[src/rtl/frac_baud_pkg.sv]
`timescale 1ns/1ps
package frac_baud_pkg;

    localparam int DEF_WHOLE_W = 16;
    localparam int DEF_FRAC_W  = 6;

    typedef enum logic [1:0] {
        GEN_OFF = 2'd0,
        GEN_BAD = 2'd1,
        GEN_RUN = 2'd2
    } gen_mode_e;

    function automatic gen_mode_e fbg_mode(input logic en, input logic bad);
        if (!en)
            return GEN_OFF;
        else if (bad)
            return GEN_BAD;
        return GEN_RUN;
    endfunction

endpackage

[src/rtl/fbg_divisor_hold.sv]
`timescale 1ns/1ps
module fbg_divisor_hold #(
    parameter int WHOLE_W = 16,
    parameter int FRAC_W  = 6
) (
    input  logic               clk,
    input  logic               rst,
    input  logic               line_busy,
    input  logic [WHOLE_W-1:0] whole_in,
    input  logic [FRAC_W-1:0]  frac_in,
    output logic [WHOLE_W-1:0] whole_q,
    output logic [FRAC_W-1:0]  frac_q,
    output logic               bad
);
    always_ff @(posedge clk) begin
        if (rst) begin
            whole_q <= '0;
            frac_q  <= '0;
        end else if (!line_busy) begin
            whole_q <= whole_in;
            frac_q  <= frac_in;
        end
    end

    // zero whole part, or top whole part that a fraction would push past range
    always_comb begin
        bad = (whole_q == '0) || ((&whole_q) && (frac_q != '0));
    end
endmodule

[src/rtl/fbg_phase_acc.sv]
`timescale 1ns/1ps
module fbg_phase_acc #(
    parameter int FRAC_W = 6
) (
    input  logic              clk,
    input  logic              rst,
    input  logic              clr,
    input  logic              step,
    input  logic [FRAC_W-1:0] frac,
    output logic              carry,
    output logic [FRAC_W-1:0] acc_q
);
    logic [FRAC_W:0] sum;

    always_comb begin
        sum   = {1'b0, acc_q} + {1'b0, frac};
        carry = sum[FRAC_W];
    end

    always_ff @(posedge clk) begin
        if (rst || clr)
            acc_q <= '0;
        else if (step)
            acc_q <= sum[FRAC_W-1:0];
    end
endmodule

[src/rtl/fbg_period_count.sv]
`timescale 1ns/1ps
module fbg_period_count #(
    parameter int WHOLE_W = 16
) (
    input  logic               clk,
    input  logic               rst,
    input  logic               clr,
    input  logic [WHOLE_W-1:0] whole,
    input  logic               stretch,
    output logic               wrap,
    output logic               tick
);
    logic [WHOLE_W-1:0] cnt;
    logic [WHOLE_W-1:0] reload;

    always_comb begin
        wrap   = (cnt == '0);
        reload = whole - WHOLE_W'(1) + WHOLE_W'(stretch);
    end

    always_ff @(posedge clk) begin
        if (rst || clr) begin
            cnt  <= '0;
            tick <= 1'b0;
        end else begin
            tick <= wrap;
            if (wrap)
                cnt <= reload;
            else
                cnt <= cnt - WHOLE_W'(1);
        end
    end
endmodule

[src/rtl/frac_baud_gen.sv]
`timescale 1ns/1ps
module frac_baud_gen
    import frac_baud_pkg::*;
#(
    parameter int WHOLE_W = DEF_WHOLE_W,
    parameter int FRAC_W  = DEF_FRAC_W
) (
    input  logic               clk,
    input  logic               rst,
    input  logic               enable,
    input  logic               line_busy,
    input  logic [WHOLE_W-1:0] div_whole,
    input  logic [FRAC_W-1:0]  div_frac,
    output logic               tick,
    output logic               div_invalid
);
    logic [WHOLE_W-1:0] held_whole;
    logic [FRAC_W-1:0]  held_frac;
    logic [FRAC_W-1:0]  acc_q;
    logic               bad;
    logic               carry;
    logic               wrap;
    logic               run;
    gen_mode_e          mode;

    fbg_divisor_hold #(.WHOLE_W(WHOLE_W), .FRAC_W(FRAC_W)) u_hold (
        .clk       (clk),
        .rst       (rst),
        .line_busy (line_busy),
        .whole_in  (div_whole),
        .frac_in   (div_frac),
        .whole_q   (held_whole),
        .frac_q    (held_frac),
        .bad       (bad)
    );

    always_comb begin
        mode        = fbg_mode(enable, bad);
        run         = (mode == GEN_RUN);
        div_invalid = bad;
    end

    fbg_phase_acc #(.FRAC_W(FRAC_W)) u_acc (
        .clk   (clk),
        .rst   (rst),
        .clr   (!run),
        .step  (run && wrap),
        .frac  (held_frac),
        .carry (carry),
        .acc_q (acc_q)
    );

    fbg_period_count #(.WHOLE_W(WHOLE_W)) u_cnt (
        .clk     (clk),
        .rst     (rst),
        .clr     (!run),
        .whole   (held_whole),
        .stretch (carry),
        .wrap    (wrap),
        .tick    (tick)
    );
endmodule

[config.mk]
export PLATFORM = sky130hd
export DESIGN_NAME = frac_baud_gen
export DESIGN_NICKNAME = d
export VERILOG_FILES = /design/src/rtl/frac_baud_pkg.sv /design/src/rtl/fbg_divisor_hold.sv /design/src/rtl/fbg_phase_acc.sv /design/src/rtl/fbg_period_count.sv /design/src/rtl/frac_baud_gen.sv
export SDC_FILE = /design/constraint.sdc
export NUM_CORES = 1
export LEC_CHECK = 0
export BUFFER_PORTS_ARGS = -buffer_cell sky130_fd_sc_hd__buf_4
export CAP_MARGIN = 5
export CORE_MARGIN = 1
export CORE_UTILIZATION = 30
export DETAILED_ROUTE_END_ITERATION = 10
export GPL_TIMING_DRIVEN = 0
export PLACE_DENSITY = 0.49
export SYNTH_ARGS = -nofsm -noshare
export SYNTH_HDL_FRONTEND = slang
export SYNTH_SLANG_ARGS = --single-unit
[constraint.sdc]
create_clock -name clk -period 3 [get_ports clk]
set_input_delay 0.6 -clock clk [delete_from_list [all_inputs] [get_ports clk]]
set_output_delay 0.6 -clock clk [all_outputs]
set_load 0.01 [all_outputs]
==> impl_metrics.csv, run 1 <==
group,metric,value,unit
run_status,outcome,"completed",
timing,max_clock_freq,0.337,GHz
yosys,postSynthNetCount,318,
timing,tightestPinTransition,0.824,ns
critical_path,critical_path_class,"reg -> reg",
global_route,overflow,0,
timing,setup_ws,0.0365,ns
placed_design,numPortBuffers,26,
cells_and_area,antenna_cells,0,
floorplanning,start_util,0.309,
critical_path,worstPathMaxFanout,3,
power_and_ir_drop,p_leak,1.30,nW
cts,count_of_clock_tree_sinks,45,
global_route,wire_length_of_the_first_global_routing_pass,9820,um
critical_path,setup.reg_to_reg.worst_slack,0.04,ns
floorplanning,die_w,93.8,um
cells_and_area,num-fill-cells,853,
placed_design,globalplace.congestion,0.770,
timing,period_share,0.988,
floorplanning,area_of_the_die,0.00879,mm^2
yosys,yosys.cell_types.count,45,
drt,routed_wirelength,5970,um
timing,hold_ws,0.466,ns
power_and_ir_drop,worst_ir_drop_vdd,0.256,mV
cts,cts_tree,"built",
power_and_ir_drop,pwr_total,2.82,mW
cts,root_buffer,"sky130_fd_sc_hd__clkbuf_8",
min_path,hold_class,"reg -> reg",
critical_path,startpoint_type,"flip-flop",
placed_design,inst_count_dp,412,
yosys,synth-edff-count,0,
critical_path,critPathCaptureType,"flip-flop",
timing,slew_viol_final,0,
cells_and_area,layout.cells.non_filler,430,
drt,detail_route.wl_per_cell,13.9,um
global_route,grt_start_max_net_pins,15,
timing,finalClockSkew,0.00950,ns
yosys,yosys_register_bits,45,
cells_and_area,relative_area_change_from_synthesis_to_final_layout,25.5,%
yosys,synthesis.area,0.00253,mm^2
placed_design,placement.cell_area,0.00286,mm^2
global_route,grt.total_usage,0.145,
yosys,yosys-top-cells-area,"sky130_fd_sc_hd__dfxtp_1 (36%), sky130_fd_sc_hd__mux2i_1 (8.7%), sky130_fd_sc_hd__nor2_1 (7.4%)",
floorplanning,placeableCoreArea,0.00818,mm^2
global_route,grt_pass1_vias,2038,
drt,drcViolationCount,0,
yosys,synth-main-ff-cell,"sky130_fd_sc_hd__dfxtp_1",
run,drv.max_cap_violation_count,0,
drt,antenna_left,0,
floorplanning,io_pins,28,
global_route,number_of_antenna_violations_at_the_first_check_in_global_routing,0,
placed_design,pre_cts_ws,-0.335,ns
timing,timing_hold_violations_final,0,
floorplanning,fp-row-count,33,
yosys,synth_seq_area_share,0.357,
yosys,synth_cells,281,
cells_and_area,final_cell_area,0.00317,mm^2
drt,drt-initial-drc-count,81,
timing,unrepaired_setup_endpoints_after_global_routing,"true",
timing,finalSetupViolations,0,
yosys,synth.largest_area_cell,"sky130_fd_sc_hd__dfxtp_1",
cts,cts-buffers-inserted,5,
yosys,postSynthAreaPerCell,8.99,um^2
cts,clock_latency,0.30,ns
cells_and_area,fraction_of_final_layout_cells_sized_beyond_drive_strength_1,0.258,
drt,drt-vias-per-instance,4.85,
yosys,synth_async_sr_flop_share,0,
yosys,yosys-top-cells-count,"sky130_fd_sc_hd__nor2_1 (50), sky130_fd_sc_hd__dfxtp_1 (45), sky130_fd_sc_hd__mux2i_1 (22), sky130_fd_sc_hd__xnor2_1 (13)",
yosys,yosysWarnings,0,
critical_path,worst-endpoint-required,3.22,ns
drt,vias,2085,
critical_path,worstPathArrival,3.19,ns
cts,ctsLongestPathBuffers,2,
cts,cts_htree_levels,2,
cells_and_area,final_core_utilization,0.388,
timing,worst_slew_margin_rel,0.450,
yosys,yosysTopAreaCellShare,0.357,
floorplanning,die-height,93.8,um
yosys,synth.most_common_cell,"sky130_fd_sc_hd__nor2_1",
timing,setup-tns-final,0,ns
drt,drtPass1Iterations,4,
placed_design,place_hpwl,4360,um
power_and_ir_drop,power_density_normalized_to_cell_area,889,mW/mm^2
cts,cts.clk_slew.worst_paths,0.09,ns
timing,period_minus_slack,2.96,ns
cells_and_area,nets,361,
## area by class of cell
type / count / area, um^2 / share of cell area
tap: 105 / 131 / 0.0414
clock inverter: 3 / 65.1 / 0.0205
multi-input combinational: 211 / 1610 / 0.507
buffer: 16 / 90.1 / 0.0284
timing repair buffer: 36 / 268 / 0.0845
clock buffer: 5 / 68.8 / 0.0217
sequential: 45 / 906 / 0.286
inverter: 9 / 33.8 / 0.0107
## routing by layer
metal	GRT usage	share of wire
met5	0	0
met4	0.0410	0.013
met3	0.0259	0.024
met2	0.227	0.46
met1	0.201	0.50
## cell families (layout without fill, tap and decap cells)
| group | Yosys count | after routing | share of synthesized area |
|---|---|---|---|
| and+or+nand+nor | 117 | 117 | 0.247 |
| DFF | 45 | 45 | 0.357 |
| AOI/OAI and AO/OA | 37 | 37 | 0.119 |
| buffers and inverters | 25 | 69 | 0.0490 |
| xor gates and xnor gates | 24 | 24 | 0.0832 |
| muxes | 22 | 22 | 0.0872 |
| adders and majority gates | 11 | 11 | 0.0575 |
## path summary, 6_finish.rpt
check                           cells past startpoint             start        endpoint
worst max-delay path                               16  u_hold.frac_q[0]   u_cnt.cnt[10]
worst min-delay path                                2    u_acc.acc_q[5]  u_acc.acc_q[5]
worst max register to register                     16  u_hold.frac_q[0]   u_cnt.cnt[10]
worst min register to register                      2    u_acc.acc_q[5]  u_acc.acc_q[5]
## cells in the final DEF (no fill, tap or decap), drive strengths merged, types with 2 or more instances in the layout
cell type | netlist | routed
nor4 | 11 | 11
nand3b | 2 | 2
buf | 8 | 43
nand2 | 11 | 11
nor3 | 10 | 10
xnor2 | 13 | 13
a21oi | 5 | 5
nand2b | 3 | 3
a311oi | 3 | 3
xor2 | 11 | 11
dfxtp | 45 | 45
mux2i | 22 | 22
nor2 | 50 | 50
o31a | 2 | 2
or4b | 2 | 2
or3 | 5 | 5
ha | 10 | 10
inv | 9 | 9
a21o | 2 | 2
nand4 | 7 | 7
nand3 | 5 | 5
clkbuf | 8 | 14
nor2b | 3 | 3
or4 | 4 | 4
bufinv | 0 | 2
o21ai | 4 | 4
a211oi | 16 | 16
## repair_timing
item	in CTS	in global routing
resized for setup	16	8
setup buffers	8	1
setup endpoints to repair	9	7
hold buffers	0	0
pin swaps	9	10
hold endpoints to repair	0	0
## flip-flops by register name (all words and copies together), names as in the netlist
register        cells
u_hold.frac_q       6
u_hold.whole_q     16
u_cnt.cnt          16
u_acc.acc_q         6
u_cnt.tick          1
## critical path, cell delays in order (launching register included)
cell and delay [ns]:
sky130_fd_sc_hd__dfxtp_4 0.37, sky130_fd_sc_hd__ha_4 0.16, sky130_fd_sc_hd__inv_2 0.05, sky130_fd_sc_hd__fa_2 0.19, sky130_fd_sc_hd__nor2b_1 0.05, sky130_fd_sc_hd__o21a_1 0.19, sky130_fd_sc_hd__o21ai_2 0.13, sky130_fd_sc_hd__nand2b_1 0.09
sky130_fd_sc_hd__a21oi_2 0.15, sky130_fd_sc_hd__ha_2 0.20, sky130_fd_sc_hd__buf_4 0.12, sky130_fd_sc_hd__ha_4 0.13, sky130_fd_sc_hd__nor3b_4 0.21, sky130_fd_sc_hd__nand2_2 0.09, sky130_fd_sc_hd__or4_4 0.44, sky130_fd_sc_hd__xor2_2 0.16
sky130_fd_sc_hd__a211oi_2 0.17
## power breakdown
part	internal [mW]	total (mW)	switching, mW	leakage, nW
Clock	0.331	0.545	0.214	0.0681
Combinational	0.635	1.45	0.812	0.864
Sequential	0.710	0.826	0.116	0.370
Total	1.68	2.82	1.14	1.30
Power figures use the tool's default switching activity.
==> inputs of run 2 (changes only) <==
- PLACE_DENSITY: 0.49 -> 0.56
- RECOVER_POWER: default -> 25
==> impl_metrics.csv, run 2 (synthesis gave the netlist of run 1 again) <==
group,metric,value,unit
drt,routed_wirelength,5890,um
power_and_ir_drop,power_density_normalized_to_cell_area,839,mW/mm^2
floorplanning,fp-row-count,33,
min_path,hold_path_depth,2,
drt,antenna_left,0,
drt,vias,2121,
critical_path,reg2reg_from,"u_hold.frac_q[0]",
cts,clock_latency,0.30,ns
cells_and_area,top_regs,"u_cnt.cnt x16, u_hold.whole_q x16",
cells_and_area,antenna_cells,0,
critical_path,worstPathMaxFanout,4,
power_and_ir_drop,p_leak,1.29,nW
cells_and_area,num-fill-cells,852,
cts,cts.clk_slew.worst_paths,0.08,ns
cts,cts_hold_repair.buffers,0,
cts,count_of_clock_tree_sinks,45,
drt,detail_route.wl_per_cell,13.6,um
cts,root_buffer,"sky130_fd_sc_hd__clkbuf_8",
global_route,overflow,0,
drt,drt-initial-drc-count,87,
cells_and_area,nets,363,
placed_design,numPortBuffers,26,
min_path,worst_hold_path.endpoint,"u_acc.acc_q[5]",
timing,max_clock_freq,0.334,GHz
global_route,wire_length_of_the_first_global_routing_pass,9920,um
floorplanning,die-height,93.8,um
critical_path,startpoint_type,"flip-flop",
run_status,outcome,"completed",
critical_path,critical-path-top-cell-by-count,"sky130_fd_sc_hd__ha_4",
cells_and_area,layout.cells.non_filler,432,
floorplanning,io_pins,28,
critical_path,setup.reg_to_reg.worst_slack,0.01,ns
critical_path,crit_path_cell_trace,"ha_4 -> inv_2 -> fa_2 -> nor2b_1 -> o21a_1 -> o21ai_2 -> nand2b_1 -> a21oi_2 -> ha_4 -> ha_4 -> nor3b_4 -> nand2_2 -> or4_4 -> xor2_2 -> a211oi_2",
critical_path,worstPathArrival,3.22,ns
cts,ctsLongestPathBuffers,2,
critical_path,ff2ff_path_depth,15,
timing,finalClockSkew,0.0117,ns
drt,drt-vias-per-instance,4.91,
timing,period_minus_slack,2.99,ns
cells_and_area,multiInputGateArea,0.00164,mm^2
cts,cts_tree,"built",
cells_and_area,final_cell_area,0.00316,mm^2
placed_design,place_hpwl,4340,um
critical_path,critPathCaptureType,"flip-flop",
drt,drcViolationCount,0,
placed_design,globalplace.congestion,0.797,
timing,period_share,0.997,
min_path,hold_class,"reg -> reg",
timing,finalSetupViolations,0,
critical_path,critical_path_class,"reg -> reg",
critical_path,worst-endpoint-required,3.23,ns
power_and_ir_drop,worst_ir_drop_vdd,0.290,mV
critical_path,capture_point_of_the_worst_reg_to_reg_path,"u_cnt.cnt[10]",
min_path,min_from,"u_acc.acc_q[5]",
run,drv.max_cap_violation_count,0,
placed_design,pre_cts_ws,-0.316,ns
floorplanning,die_w,93.8,um
timing,unrepaired_setup_endpoints_after_global_routing,"true",
floorplanning,placeableCoreArea,0.00818,mm^2
cts,cts_htree_levels,2,
placed_design,placement.cell_area,0.00286,mm^2
cells_and_area,relative_area_change_from_synthesis_to_final_layout,25.2,%
global_route,grt.total_usage,0.145,
global_route,grt_pass1_vias,2033,
timing,worst_slew_margin_rel,0.186,
cells_and_area,seqCellArea,907,um^2
drt,drtPass1Iterations,4,
critical_path,largest_incremental_delay_on_the_critical_path,0.56,ns
cells_and_area,layout_common_cells,"sky130_fd_sc_hd__nor2_1 (50), sky130_fd_sc_hd__dfxtp_1 (42), sky130_fd_sc_hd__buf_4 (38), sky130_fd_sc_hd__mux2i_1 (22), sky130_fd_sc_hd__xnor2_1 (12)",
timing,setup_ws,0.00964,ns
cells_and_area,layout.cells.most_common,"sky130_fd_sc_hd__nor2_1",
global_route,grt_start_max_net_pins,14,
timing,timing_hold_violations_final,0,
floorplanning,start_util,0.309,
floorplanning,area_of_the_die,0.00879,mm^2
cts,cts-buffers-inserted,5,
global_route,number_of_antenna_violations_at_the_first_check_in_global_routing,0,
timing,hold_ws,0.464,ns
placed_design,inst_count_dp,412,
cells_and_area,fraction_of_final_layout_cells_sized_beyond_drive_strength_1,0.266,
timing,slew_viol_final,0,
critical_path,worst_path_max_delay_cell,"sky130_fd_sc_hd__or4_4",
timing,tightestPinTransition,1.21,ns
-- run 2: power by group --
part | switching (mW) | internal, mW
Sequential | 0.115 | 0.711
Clock | 0.212 | 0.162
Combinational | 0.817 | 0.637
-- run 2: timing repair --
item                                    CTS  global route
pin swaps                                12            13
buffers inserted                          6             6
endpoints found under the setup margin    9             6
gates resized for setup                  15            13
-- run 2: critical path, delay by kind of cell (launching register included) --
family                   cells  cell delay [ns]
flip-flops                   1             0.36
adder cells (fa/ha/maj)      4             0.66
buffers and inverters        1             0.05
AND/OR/NAND/NOR              5             1.02
XOR/XNOR                     1             0.17
AO/OA/AOI/OAI                4             0.66
-- run 2: layout make-up --
type	count	share of cell area
multi-input combinational	211	0.517
sequential	45	0.287
timing repair buffer	38	0.0890
tap	105	0.0416
buffer	16	0.0285
clock buffer	6	0.0230
inverter	9	0.0107
clock inverter	2	0.00317
-- run 2: worst max-delay path by stage --
stage | slack (ns) | endpoint | startpoint
after floorplan | 0.05 | u_cnt.cnt[10] | u_hold.frac_q[0]
after global placement | -0.27 | u_cnt.cnt[10] | u_hold.frac_q[0]
after detailed placement | -0.32 | u_cnt.cnt[10] | u_hold.frac_q[0]
after CTS | -0.08 | u_cnt.cnt[15] | u_hold.frac_q[0]
after global routing | -0.14 | u_cnt.cnt[10] | u_hold.frac_q[0]
final | 0.01 | u_cnt.cnt[10] | u_hold.frac_q[0]
-- run 2: per-stage QoR --
step / TNS, ns / total power [mW] / util
2_1_floorplan: 0 / 1.93 / -
3_3_place_gp: -0.933 / 2.21 / 0.350
3_5_place_dp: -1.15 / 2.23 / 0.350
4_1_cts: -0.182 / 2.64 / 0.373
5_1_grt: -0.538 / 2.87 / 0.387
6_report: 0 / 2.65 / 0.387
-- run 2: per-layer routing --
| metal | routed length (um) | vias up | global-route usage |
|---|---|---|---|
| met3 | 168 | 8 | 0.0243 |
| met2 | 2690 | 38 | 0.232 |
| met1 | 2950 | 983 | 0.197 |
| met5 | 0 | - | 0 |
| li1 | - | 1092 | - |
| met4 | 83 | 0 | 0.0474 |
==> inputs of run 3 (changes only) <==
- BUFFER_PORTS_ARGS: -buffer_cell sky130_fd_sc_hd__buf_4 -> -buffer_cell sky130_fd_sc_hd__buf_2
- PLACE_DENSITY: 0.56 -> 0.54
- clock period: 3 -> 3.39 ns (I/O delays scaled with it)
==> impl_metrics.csv, run 3 (synthesis gave the netlist of run 1 again) <==
group,metric,value,unit
timing,setup-tns-final,0,ns
timing,period_minus_slack,3.18,ns
placed_design,pre_cts_ws,-0.0850,ns
timing,max_clock_freq,0.314,GHz
floorplanning,fp-row-count,33,
timing,unrepaired_setup_endpoints_after_global_routing,"false",
placed_design,inst_count_dp,412,
critical_path,worstPathMaxFanout,5,
critical_path,worst-path-buf-inv,2,
floorplanning,die_w,93.8,um
timing,slew_viol_final,0,
placed_design,numPortBuffers,26,
timing,finalClockSkew,0.00475,ns
cells_and_area,layout.cells.non_filler,421,
drt,drcViolationCount,0,
drt,detail_route.wl_per_cell,13.7,um
run_status,outcome,"completed",
cells_and_area,layout.cells.most_common,"sky130_fd_sc_hd__nor2_1",
floorplanning,start_util,0.309,
min_path,min_from,"u_acc.acc_q[5]",
drt,drt-initial-drc-count,114,
global_route,wire_length_of_the_first_global_routing_pass,9600,um
critical_path,worst-endpoint-required,3.62,ns
cts,ctsLongestPathBuffers,2,
critical_path,critical_path_class,"reg -> reg",
cells_and_area,relative_area_change_from_synthesis_to_final_layout,15.8,%
global_route,grt_pass1_vias,1929,
cts,cts_htree_levels,2,
cells_and_area,fraction_of_final_layout_cells_sized_beyond_drive_strength_1,0.209,
cells_and_area,top_regs,"u_cnt.cnt x16, u_hold.whole_q x16",
min_path,hold_class,"reg -> reg",
global_route,overflow,0,
power_and_ir_drop,power_density_normalized_to_cell_area,786,mW/mm^2
power_and_ir_drop,worst_ir_drop_vdd,0.243,mV
cts,root_buffer,"sky130_fd_sc_hd__clkbuf_8",
run,drv.max_cap_violation_count,0,
floorplanning,placeableCoreArea,0.00818,mm^2
floorplanning,area_of_the_die,0.00879,mm^2
drt,antenna_left,0,
drt,drtPass1Iterations,4,
placed_design,globalplace.congestion,0.743,
floorplanning,io_pins,28,
cells_and_area,final_cell_area,0.00293,mm^2
floorplanning,die-height,93.8,um
cells_and_area,num-fill-cells,871,
critical_path,worstPathArrival,3.41,ns
drt,vias,2031,
cts,clock_latency,0.30,ns
critical_path,startpoint_type,"flip-flop",
timing,period_share,0.939,
cts,cts_tree,"built",
drt,drt-vias-per-instance,4.82,
global_route,grt.total_usage,0.140,
critical_path,critPathCaptureType,"flip-flop",
cts,cts-buffers-inserted,5,
cells_and_area,antenna_cells,0,
timing,worst_slew_margin_rel,0.194,
critical_path,setup.reg_to_reg.worst_slack,0.21,ns
placed_design,place_hpwl,4290,um
cells_and_area,seqCellArea,902,um^2
drt,routed_wirelength,5780,um
critical_path,crit_path_cell_trace,"ha_2 -> inv_1 -> fa_2 -> nor2b_1 -> o21a_1 -> o21ai_2 -> nand2b_1 -> a21oi_2 -> ha_2 -> or4b_4 -> nor4_4 -> buf_4 -> nand2b_1 -> xor2_1 -> a211oi_2",
timing,finalSetupViolations,0,
timing,hold_ws,0.462,ns
global_route,grt_start_max_net_pins,15,
global_route,number_of_antenna_violations_at_the_first_check_in_global_routing,0,
cts,cts.clk_slew.worst_paths,0.09,ns
critical_path,largest_incremental_delay_on_the_critical_path,0.50,ns
critical_path,cp_top_family,"simple AND/OR/NAND/NOR gates",
cells_and_area,layout_common_cells,"sky130_fd_sc_hd__nor2_1 (50), sky130_fd_sc_hd__dfxtp_1 (44), sky130_fd_sc_hd__buf_2 (28), sky130_fd_sc_hd__mux2i_1 (22), sky130_fd_sc_hd__xnor2_1 (13)",
timing,tightestPinTransition,1.20,ns
cells_and_area,nets,352,
placed_design,placement.cell_area,0.00279,mm^2
timing,setup_ws,0.207,ns
critical_path,reg2reg_from,"u_hold.frac_q[0]",
critical_path,worst_path_max_delay_cell,"sky130_fd_sc_hd__or4b_4",
critical_path,cp-startpoint,"u_hold.frac_q[0]",
cts,count_of_clock_tree_sinks,45,
power_and_ir_drop,p_leak,1.20,nW
cells_and_area,multiInputGateArea,0.00155,mm^2
timing,timing_hold_violations_final,0,
-- run 3: changes by cell type in the layout (fill, tap and decap cells not counted), sizes merged --
cell,before,now
buf,44,33
clkinvlp,0,1
clkbuf,16,15
-- run 3: per-layer routing --
metal | vias up | global-route usage | part of all wire
met1 | 938 | 0.199 | 0.53
met4 | 0 | 0.0385 | 0.0069
met3 | 2 | 0.0251 | 0.024
met2 | 26 | 0.217 | 0.44
li1 | 1065 | - | -
met5 | - | 0 | 0
-- run 3: worst reg2reg max path, stage by stage, from the launching register on --
cell                       delay (ns)
sky130_fd_sc_hd__dfxtp_2         0.35
sky130_fd_sc_hd__ha_2            0.20
sky130_fd_sc_hd__inv_1           0.07
sky130_fd_sc_hd__fa_2            0.20
sky130_fd_sc_hd__nor2b_1         0.05
sky130_fd_sc_hd__o21a_1          0.18
sky130_fd_sc_hd__o21ai_2         0.13
sky130_fd_sc_hd__nand2b_1        0.09
sky130_fd_sc_hd__a21oi_2         0.15
sky130_fd_sc_hd__ha_2            0.20
sky130_fd_sc_hd__or4b_4          0.50
sky130_fd_sc_hd__nor4_4          0.39
sky130_fd_sc_hd__buf_4           0.18
sky130_fd_sc_hd__nand2b_1        0.06
sky130_fd_sc_hd__xor2_1          0.16
sky130_fd_sc_hd__a211oi_2        0.21
-- run 3: power by group --
part | total (mW) | switching, mW | internal (mW)
Sequential | 0.730 | 0.101 | 0.629
Clock | 0.333 | 0.190 | 0.143
Combinational | 1.24 | 0.708 | 0.529
-- run 3: what timing repair did --
action                                  CTS  global route
cloned                                    0             0
buffers inserted                          0             1
pin swaps                                 0             2
hold buffers                              0             0
gates resized for setup                   1            12
hold endpoints to repair                  0             0
endpoints found under the setup margin    1             6
-- run 3: final timing paths --
| path | cells past startpoint | endpoint |
|---|---|---|
| hold / removal | 2 | u_acc.acc_q[5] |
| setup / recovery | 15 | u_cnt.cnt[13] |
| setup reg to reg | 15 | u_cnt.cnt[13] |
| hold reg to reg | 2 | u_acc.acc_q[5] |
-- run 3: cell type report --
cell class                      instances  share of cell area
Buffer                                 16              0.0308
Clock inverter                          3             0.00599
Inverter                                9              0.0115
Sequential cell                        45               0.308
Timing Repair Buffer                   27              0.0466
Clock buffer                            5              0.0235
Multi-Input combinational cell        211               0.528
Tap cell                              105              0.0449
-- run 3: stage by stage --
step / util / total power [mW]
2_1_floorplan: - / 1.70
3_5_place_dp: 0.341 / 1.96
6_report: 0.358 / 2.30
3_3_place_gp: 0.341 / 1.94
4_1_cts: 0.352 / 2.30
5_1_grt: 0.358 / 2.50
